$ cat src/rtl/uart_tx_frame.sv
module uart_tx_frame #(
  parameter int OS = 16
) (
  input  logic       clk,
  input  logic       rst_n,
  input  logic       tick,
  input  logic       wr_en,
  input  logic [7:0] wr_data,
  input  logic [1:0] wlen,
  input  logic       par_en,
  input  logic       par_even,
  input  logic       par_stick,
  input  logic       stop_sel,
  input  logic       brk,
  input  logic       loop_en,
  output logic       txd,
  output logic       hold_empty,
  output logic       tx_idle
);
  localparam int CW = $clog2(2 * OS + 1);
  localparam logic [CW-1:0] BIT_LAST = CW'(OS - 1);
  localparam logic [CW-1:0] STOP_1   = CW'(OS);
  localparam logic [CW-1:0] STOP_15  = CW'(OS + OS / 2);
  localparam logic [CW-1:0] STOP_2   = CW'(2 * OS);

  typedef enum logic [2:0] {S_IDLE, S_START, S_DATA, S_PAR, S_STOP} st_t;

  st_t           st;
  logic [7:0]    hold_q, shf_q;
  logic          hold_full, par_q, pen_q, line;
  logic [CW-1:0] tcnt, stop_len;
  logic [2:0]    bidx, blast;

  wire [7:0]    mask      = 8'hFF >> (2'd3 - wlen);
  wire          par_raw   = ^(hold_q & mask);
  wire          par_bit   = par_stick ? par_even : (par_even ? par_raw : ~par_raw);
  wire [CW-1:0] stop_pick = !stop_sel ? STOP_1 : (wlen == 2'd0 ? STOP_15 : STOP_2);
  wire          load      = hold_full && (st == S_IDLE);
  wire          el_done   = tcnt == ((st == S_STOP) ? stop_len - 1'b1 : BIT_LAST);

  always_ff @(posedge clk) begin
    if (!rst_n) begin
      st        <= S_IDLE;
      hold_q    <= '0;
      hold_full <= 1'b0;
      shf_q     <= '0;
      tcnt      <= '0;
      bidx      <= '0;
      blast     <= '0;
      par_q     <= 1'b0;
      pen_q     <= 1'b0;
      stop_len  <= STOP_1;
    end else begin
      if (wr_en) begin
        hold_q    <= wr_data;
        hold_full <= 1'b1;
      end else if (load) begin
        hold_full <= 1'b0;
      end

      if (load) begin
        shf_q    <= hold_q;
        blast    <= 3'd4 + {1'b0, wlen};
        par_q    <= par_bit;
        pen_q    <= par_en;
        stop_len <= stop_pick;
        st       <= S_START;
        tcnt     <= '0;
        bidx     <= '0;
      end else if (tick && st != S_IDLE) begin
        if (!el_done) begin
          tcnt <= tcnt + 1'b1;
        end else begin
          tcnt <= '0;
          case (st)
            S_START: st <= S_DATA;
            S_DATA: begin
              shf_q <= {1'b0, shf_q[7:1]};
              bidx  <= bidx + 1'b1;
              if (bidx == blast) st <= pen_q ? S_PAR : S_STOP;
            end
            S_PAR:   st <= S_STOP;
            default: st <= S_IDLE;
          endcase
        end
      end
    end
  end

  always_comb begin
    case (st)
      S_START: line = 1'b0;
      S_DATA:  line = shf_q[0];
      S_PAR:   line = par_q;
      default: line = 1'b1;
    endcase
  end

  assign txd        = loop_en | (~brk & line);
  assign hold_empty = ~hold_full;
  assign tx_idle    = ~hold_full & (st == S_IDLE);
endmodule


$ cat config.mk
export PLATFORM = sky130hd
export DESIGN_NAME = uart_tx_frame
export DESIGN_NICKNAME = d
export VERILOG_FILES = /design/src/rtl/uart_tx_frame.sv
export SDC_FILE = /design/constraint.sdc
export NUM_CORES = 1
export LEC_CHECK = 0
export BUFFER_PORTS_ARGS = -buffer_cell sky130_fd_sc_hd__buf_2
export CORE_MARGIN = 1
export CORE_UTILIZATION = 45
export CTS_CLUSTER_SIZE = 25
export DETAILED_ROUTE_END_ITERATION = 8
export GPL_TIMING_DRIVEN = 0
export PLACE_DENSITY_LB_ADDON = 0.12
export SLEW_MARGIN = 30
export SYNTH_ARGS = -nofsm -noshare
export SYNTH_HDL_FRONTEND = slang
export SYNTH_SLANG_ARGS = --single-unit
$ cat constraint.sdc
create_clock -name clk -period 6.58 [get_ports clk]
set_clock_uncertainty 0.2 [all_clocks]
set_input_delay 0.987 -clock clk [delete_from_list [all_inputs] [get_ports clk]]
set_output_delay 0.987 -clock clk [all_outputs]
set_load 0.01 [all_outputs]
Yosys cells after proc, flatten, opt, wreduce, memory -nomap -nowiden
Cells that the tools add are included.
{"block": "word_totals", "ff_bits": 40, "wordCells": 67}
{"block": "op_classes", "add_sub_neg": 5, "n_eq_ne": 8, "shift": 1, "n_mux": 19, "bitwise_logic": 8, "n_reduce_logical": 15}
{"op": "8-bit two-way mux", "n": 4}
{"op": "6-bit two-way mux", "n": 4}
{"op": "3-bit AND reduction", "n": 4}
{"op": "3-bit one-hot mux with 3 select lines", "n": 1}
{"op": "8-bit bitwise AND", "n": 1}
{"op": "2-bit nonzero test", "n": 4}
{"op": "8-bit parity", "n": 1}
{"op": "8-bit by 2-bit >> shifter with 8-bit output (first input constant)", "n": 1}
{"op": "1-bit two-way mux", "n": 7}
{"op": "6-bit by 1-bit adder with 6-bit output (second input constant)", "n": 1}
{"op": "3-bit by 2-bit == test with 1-bit output (second input constant)", "n": 2}
{"op": "6-bit == test", "n": 1}
{"op": "3-bit two-way mux", "n": 2}
{"op": "6-bit by 1-bit subtractor with 6-bit output (second input constant)", "n": 1}
{"op": "1-bit inverter", "n": 4}
{"op": "3-bit by 1-bit adder with 3-bit output (second input constant)", "n": 1}
{"op": "3-bit by 2-bit adder with 3-bit output (first input constant)", "n": 1}
{"op": "3-bit by 1-bit == test with 1-bit output (second input constant)", "n": 1}
{"op": "3-bit == test", "n": 1}
{"op": "3-bit == test (second input constant)", "n": 1}
{"op": "3-bit logical NOT", "n": 1}
{"op": "3-bit inequality test (second input constant)", "n": 1}
{"op": "1-bit one-hot mux with 3 select lines", "n": 1}
{"op": "3-bit nonzero test", "n": 1}
{"op": "other kinds (7)", "n": 9}

Depth between registers and ports, before layout
Gate-level depths: netlist of run 1.
{"block": "depth", "ltp_word": 7, "ltp_mapped": 8, "depth_no_buf": 7}

Least setup slack after synthesis of run 1
Ideal clock, no wire load.
{"block": "synth_timing", "kind": "input to register", "start": "in tick", "end": "reg st[1]", "setup_time_ns": 0.074, "t_arrival_ns": 2.361, "t_required_ns": 6.306, "slack_ns": 3.945, "path_stages": 5, "path_buffers": 0, "cell_sequence": "o31a_2 and3_1 or3b_4 or4_1 a31oi_1"}
{"block": "synth_via", "elab_chain_len": 2}
{"item": "start: declaration", "line_no": "6", "rtl": "input logic tick,"}
{"item": "1-bit logical AND", "line_no": "70", "rtl": "end else if (tick && st != S_IDLE) begin"}
{"item": "3-bit AND reduction (no line)"}
{"item": "end signal: assignment", "line_no": "80", "rtl": "if (bidx == blast) st <= pen_q ? S_PAR : S_STOP;"}
{"item": "end: declaration", "line_no": "28", "rtl": "st_t st;"}
No other way between the ends.
A chain may end at the register's enable or synchronous reset.

Worst setup path after layout of run 1
{"block": "layout_timing", "start": "reg st[1]", "end": "out txd"}
{"block": "layout_via", "elab_chain_len": 4, "elab_cells_between_ends": 6, "cone_classes": "3 x eq/ne; 1 x mux; 2 x bitwise"}
{"item": "3-bit by 2-bit == test with 1-bit output / 3-bit by 1-bit == test with 1-bit output (equally long branches)", "line_no": "91", "rtl": "case (st)"}
{"item": "1-bit one-hot mux with 3 select lines *", "line_no": "91"}
{"item": "1-bit bitwise AND *", "line_no": "99", "rtl": "assign txd = loop_en | (~brk & line);"}
{"item": "1-bit bitwise OR *", "line_no": "99"}
{"item": "end: declaration", "line_no": "16", "rtl": "output logic txd,"}
Every way passes the cells marked *; elsewhere a longest branch is shown, timed or not.

==> results of run 1 <==
[sequential cells by signal, indices dropped and copies added (netlist names)]
name,cells
stop_len,3
blast,3
pen_q,1
par_q,1
shf_q,8
st,3
bidx,3
hold_full,1
hold_q,8
tcnt,6
[cell families after synthesis]
group	after synthesis
AND/OR/NAND/NOR	75
buffers and inverters	17
flip-flops	37
multiplexers	15
XOR/XNOR	18
adder cells (fa/ha/maj)	3
AO/OA/AOI/OAI	41
[layer usage]
layer	wire length, µm	global-route usage [%]	vias up
met5	0	0	-
met4	14	4.89	0
met3	149	4.69	2
met2	1540	29.0	26
met1	2040	28.0	691
li1	-	-	781
[metrics by stage]
stage / setup WS, ns / hold slack, ns / instances / instance area [µm²]
after global placement: 3.73 / 0.263 / 275 / 1990
after floorplan: 3.95 / 0.240 / 206 / 1830
after global routing: 3.76 / 0.293 / 283 / 2070
after CTS: 3.87 / 0.280 / 283 / 2070
final: 3.87 / 0.279 / 283 / 2070
after detailed placement: 3.73 / 0.266 / 275 / 1990
[report_power, final]
| group | internal, W | total [W] | switching (W) |
|---|---|---|---|
| Sequential | 0.000234 | 0.000241 | 0.00000742 |
| Combinational | 0.0000244 | 0.0000541 | 0.0000297 |
| Clock | 0.0000734 | 0.000153 | 0.0000792 |
| Total | 0.000332 | 0.000448 | 0.000116 |
[worst min path at each step]
| stage | cells after the start | to | slack [ns] | start |
|---|---|---|---|---|
| after CTS | 2 | stop_len[3] | 0.28 | stop_len[3] |
| after global routing | 2 | pen_q | 0.29 | pen_q |
| after detailed placement | 2 | blast[1] | 0.27 | blast[1] |
| after floorplan | 2 | stop_len[3] | 0.24 | stop_len[3] |
| after global placement | 2 | stop_len[3] | 0.26 | stop_len[3] |
| final | 2 | stop_len[3] | 0.28 | stop_len[3] |
[area by class of cell]
type	instances	area share, %
tap	48	2.90
clock inverter	2	0.483
multi-input combinational	152	48.7
clock buffer	6	3.50
inverter	7	1.27
buffer	10	2.35
sequential	37	35.7
timing repair buffer	21	5.07
[Yosys cell counts (2+ instances only)]
master and instances:
clkbuf_1 6, and4_1 3, o21ai_0 14, xor2_1 9, mux2i_1 15, a31oi_1 4
or3_1 2, ha_1 3, inv_1 6, nand3_1 4, xnor2_1 8, buf_2 3
a311oi_1 2, and3_1 2, nor2_1 23, o21bai_1 2, nand3b_1 3, nand2_1 18
dfxtp_1 37, nor4_1 2, or4_1 2, nor3_1 5, nor2b_1 2, a21oi_1 12
[worst max-delay path, stage by stage (launching register included)]
cell      delay [ns]
dfxtp_1         0.42
buf_2           0.24
a21oi_1         0.09
a311oi_1        0.26
o21bai_1        0.08
buf_2           0.14
==> results.sh, run 1 <==
export IMPL_outcome="finished, final reports clean"
export IMPL_synth_fa_ha_area_share_pct=2.05
export IMPL_crit_end="txd"
export IMPL_drtIter0Drc=73
export IMPL_multiInputGateArea_mm2=0.00101
export IMPL_synth_area_leaders="dfxtp_1 41%, mux2i_1 8.2%, nor2_1 4.7%, xor2_1 4.3%, o21ai_0 3.8%"
export IMPL_drv_slew=0
export IMPL_yosys_mux_area_fraction_pct=8.22
export IMPL_fin_crit_sh_pct=41.1
export IMPL_hold_violations=0
export IMPL_synth_top_family_by_area="simple AND/OR/NAND/NOR gates"
export IMPL_wirelength_um=3750
export IMPL_worst_pin_slew_ns=0.600
export IMPL_num_vias=1500
export IMPL_timing_critical_path_arrival_ns=1.52
export IMPL_rows=22
export IMPL_clk_transition_reported_paths_ns=0.07
export IMPL_h_tree_depth=2
export IMPL_clock_path_buffers=2
export IMPL_start_kind="register"
export IMPL_syn_avg_cell_area_um2=8.87
export IMPL_grt_pass1_vias=1376
export IMPL_cts_resized=0
export IMPL_fillers=364
export IMPL_final_common_cell="dfxtp_1"
export IMPL_min_period_ns=2.71
export IMPL_synth_top_area_share_pct=40.5
export IMPL_max_cap_violations=0
export IMPL_yosysTopAreaCell="dfxtp_1"
export IMPL_rsz0062_at_grt="no"
export IMPL_reg2reg_to="st[1]"
export IMPL_synthXorXnorAreaFrac_pct=9.38
export IMPL_start_util_pct=48.4
export IMPL_p_per_area_mw_per_mm2=216
export IMPL_power_w=0.000448
export IMPL_r2r_start="stop_len[3]"
export IMPL_required_ns=5.39
export IMPL_pin_count=23
export IMPL_grt_pass1_wl_um=6400
export IMPL_nets=257
export IMPL_syn_num_nets=229
export IMPL_hpwl_um=2770
export IMPL_antenna_found_initial=0
export IMPL_regArea_um2=741
export IMPL_leakagePower_nw=0.837
export IMPL_setup_viol=0
export IMPL_clock_sinks=37
export IMPL_routedWlPerCell_um=13.3
export IMPL_cts_setup_buffers=0
export IMPL_insertion_delay_ns=0.28
export IMPL_synth_compound_area_share_pct=13.7
export IMPL_slew_limit_headroom_pct=60.0
export IMPL_ys_ff_latch=37
export IMPL_portBuffers=21
export IMPL_cts_root_buffer="clkbuf_8"
export IMPL_synth_cell_area_mm2=0.00183
export IMPL_cts_hold_buf=0
export IMPL_synthSimpleGateAreaFrac_pct=22.0
export IMPL_ys_seq_area_share_pct=40.5
export IMPL_reg2reg_setup_slack_ns=4.01
export IMPL_critical_path_class="reg2out"
export IMPL_drc_errors=0
export IMPL_worstPathMaxFanout=10
export IMPL_drive_gt1_share_pct=15.3
export IMPL_die_w_um=65.7
export IMPL_avgViaCountPerCell=5.30
export IMPL_gp_congestion=0.796
export IMPL_die_height_um=65.7
export IMPL_ys_warn_count=0
export IMPL_fin_util_pct=55.0
export IMPL_dr_pass1_iters=4
export IMPL_reg2reg_depth=7
export IMPL_ys_async_sr_fraction_pct=0
export IMPL_mostFrequentLayoutCells="37 x dfxtp_1, 24 x buf_2, 23 x nor2_1"
export IMPL_synth_edff_count=0
export IMPL_core_area_mm2=0.00377
export IMPL_max_freq_mhz=369
export IMPL_tns_ns=0
export IMPL_dieArea_mm2=0.00432
export IMPL_crit_path_end_kind="output port"
export IMPL_area_delta_synth_final_pct=13.6
export IMPL_startpoint="st[1]"
export IMPL_antennaDiodeCount=0
export IMPL_grt_usage_pct=19.5
export IMPL_drtAntennaViolNets=0
export IMPL_synth_cells=206
export IMPL_grt_max_degree=12
export IMPL_tritoncts="done"
export IMPL_synth_flop_cell="dfxtp_1"
export IMPL_yosys_cell_types_count=43
export IMPL_ir_drop_v=0.000125
export IMPL_hold_path_class="reg2reg"
export IMPL_cts_buffers=5
export IMPL_overflow=0
No activity file was read; power rests on OpenSTA's default activity.
==> inputs of run 2 (changes only) <==
ABC_AREA = 1   (was not set)
clock period = 2.3 ns   (was 6.58 ns; I/O delays follow)
==> results.sh, run 2 <==
export IMPL_outcome="finished, final reports clean"
export IMPL_hpwl_um=2810
export IMPL_p_clk_share_pct=34.6
export IMPL_avgViaCountPerCell=4.90
export IMPL_yosysMostFrequentCell="nand2_1"
export IMPL_clock_sinks=37
export IMPL_start_util_pct=47.4
export IMPL_synth_edff_count=0
export IMPL_nets=316
export IMPL_grt_met1_usage_pct=23.8
export IMPL_synth_area_leaders="dfxtp_1 39%, nand2_1 13%, a21oi_1 6.6%, nand3_1 5.0%, inv_1 4.7%"
export IMPL_portBuffers=22
export IMPL_max_freq_mhz=475
export IMPL_slew_limit_headroom_pct=66.7
export IMPL_insertion_delay_ns=0.28
export IMPL_antenna_found_initial=0
export IMPL_ir_drop_v=0.000374
export IMPL_rows=23
export IMPL_p_per_area_mw_per_mm2=600
export IMPL_hold_path_class="in2reg"
export IMPL_tns_ns=0
export IMPL_whs_ns=0.0814
export IMPL_setup_ws_ns=0.196
export IMPL_max_cap_violations=0
export IMPL_pre_cts_ws_ns=0.365
export IMPL_h_tree_depth=2
export IMPL_start_kind="register"
export IMPL_worstPathMaxFanout=4
export IMPL_grt_max_degree=11
export IMPL_mostFrequentLayoutCells="66 x nand2_1, 37 x dfxtp_1, 25 x a21oi_1"
export IMPL_multiInputGateArea_mm2=0.00103
export IMPL_grt_pass1_vias=1507
export IMPL_gr_usage_met2_pct=33.3
export IMPL_grtUsageMet3_pct=5.14
export IMPL_yosysTopAreaCell="dfxtp_1"
export IMPL_top_usage_layer="met2"
export IMPL_required_ns=1.75
export IMPL_syn_avg_cell_area_um2=7.23
export IMPL_crit_path_end_kind="output port"
export IMPL_ys_warn_count=0
export IMPL_clock_path_buffers=2
export IMPL_final_common_cell="nand2_1"
export IMPL_regArea_um2=741
export IMPL_dpl_cell_area_mm2=0.00208
export IMPL_leakagePower_nw=0.942
export IMPL_synth_flop_cell="dfxtp_1"
export IMPL_gp_congestion=0.738
export IMPL_worst_pin_slew_ns=0.499
export IMPL_rsz0062_at_grt="no"
export IMPL_die_height_um=67.1
export IMPL_min_period_ns=2.10
export IMPL_ys_seq_area_share_pct=38.8
export IMPL_seqPwrFrac_pct=52.7
export IMPL_cts_root_buffer="clkbuf_8"
export IMPL_placedCellCount=336
export IMPL_grt_usage_pct=19.6
export IMPL_tritoncts="done"
export IMPL_ys_async_sr_fraction_pct=0
export IMPL_wirelength_um=3760
export IMPL_drv_slew=0
export IMPL_cts_setup_buffers=0
export IMPL_combPwrFrac_pct=12.7
export IMPL_core_area_mm2=0.00403
export IMPL_synth_cell_area_mm2=0.00191
export IMPL_synth_cells=264
export IMPL_dieArea_mm2=0.00450
export IMPL_overflow=0
export IMPL_die_w_um=67.1
export IMPL_grt_pass1_wl_um=6600
export IMPL_cts_resized=0
export IMPL_p_int_w=0.000968
export IMPL_finalNonFillerCells=343
export IMPL_ys_ff_latch=37
export IMPL_cts_buffers=5
export IMPL_hold_violations=0
export IMPL_drc_errors=0
export IMPL_synth_top_area_share_pct=38.8
export IMPL_synth_common_cells="66 x nand2_1, 37 x dfxtp_1, 25 x a21oi_1"
export IMPL_switching_share_pct=25.5
export IMPL_syn_num_nets=287
export IMPL_reg_top3="hold_q (8), shf_q (8), tcnt (6)"
export IMPL_cts_hold_buf=0
export IMPL_p_switching_w=0.000332
export IMPL_area_delta_synth_final_pct=13.6
export IMPL_critical_path_class="reg2out"
export IMPL_fin_crit_sh_pct=91.5
export IMPL_fillers=414
export IMPL_pin_count=23
export IMPL_dr_pass1_iters=4
export IMPL_drtAntennaViolNets=0
export IMPL_clk_transition_reported_paths_ns=0.07
export IMPL_finalInstanceArea_mm2=0.00217
export IMPL_routedWlPerCell_um=11.0
export IMPL_setup_viol=0
export IMPL_yosys_cell_types_count=32
export IMPL_num_vias=1679
export IMPL_drive_gt1_share_pct=16.4
export IMPL_drtIter0Drc=80
export IMPL_antennaDiodeCount=0
export IMPL_timing_critical_path_arrival_ns=1.56
run 2: changes by cell type after synthesis, moves of 13 or more:
cell | before | now
inv_1 | 6 | 24
nand2_1 | 18 | 66
nand3_1 | 4 | 19
a21oi_1 | 12 | 25
mux2i_1 | 15 | 0
run 2: critical path, stage by stage (launching register included):
cell	delay (ns)
dfxtp_1	0.32
inv_1	0.15
nand2_1	0.11
nor2_1	0.31
a211oi_1	0.13
o21bai_1	0.13
buf_2	0.14
run 2: power groups by stage:
stage,registers (W),logic (W),clock network (W)
final,0.000685,0.000165,0.000450
after global routing,0.000687,0.000190,0.000492
after CTS,0.000684,0.000166,0.000467
after detailed placement,0.000699,0.000165,0
after global placement,0.000699,0.000163,0
after floorplan,0.000695,0.000115,0
run 2: path summary, 6_finish.rpt:
check | depth (start not counted) | slack [ns] | end | start
worst max-delay path | 6 | 0.20 | txd | st[2]
worst max register to register | 11 | 0.38 | shf_q[4] | stop_len[3]
worst min register to register | 2 | 0.28 | shf_q[6] | shf_q[6]
worst min-delay path | 3 | 0.08 | hold_q[1] | wr_data[1]
run 2: kinds of logic after synthesis:
family          Yosys count  synth area share (%)
flops                    37                  38.8
fa+ha+maj                 3                  1.97
simple gates            128                  32.8
compound gates           50                  14.0
xor+xnor                 11                  5.05
buf+inv                  35                  7.41
run 2: metal layers:
| layer | part of all wire [%] | up-vias |
|---|---|---|
| met2 | 47 | 31 |
| li1 | - | 901 |
| met4 | 0.74 | 0 |
| met3 | 3.4 | 2 |
| met1 | 49 | 745 |
| met5 | 0 | - |
run 2: cell type report:
cell class                      instances  share of cell area, %
Sequential cell                        37                   34.2
Buffer                                  7                   1.62
Timing Repair Buffer                   22                   5.08
Multi-Input combinational cell        192                   47.3
Tap cell                               50                   2.89
Inverter                               28                   4.91
Clock buffer                            7                   3.98
run 2: through the flow:
stage	util, %	power, W
floorplan	-	0.000810
global placement	51.6	0.000862
detailed placement	51.6	0.000864
CTS	53.8	0.00132
global route	53.8	0.00137
finish	53.8	0.00130
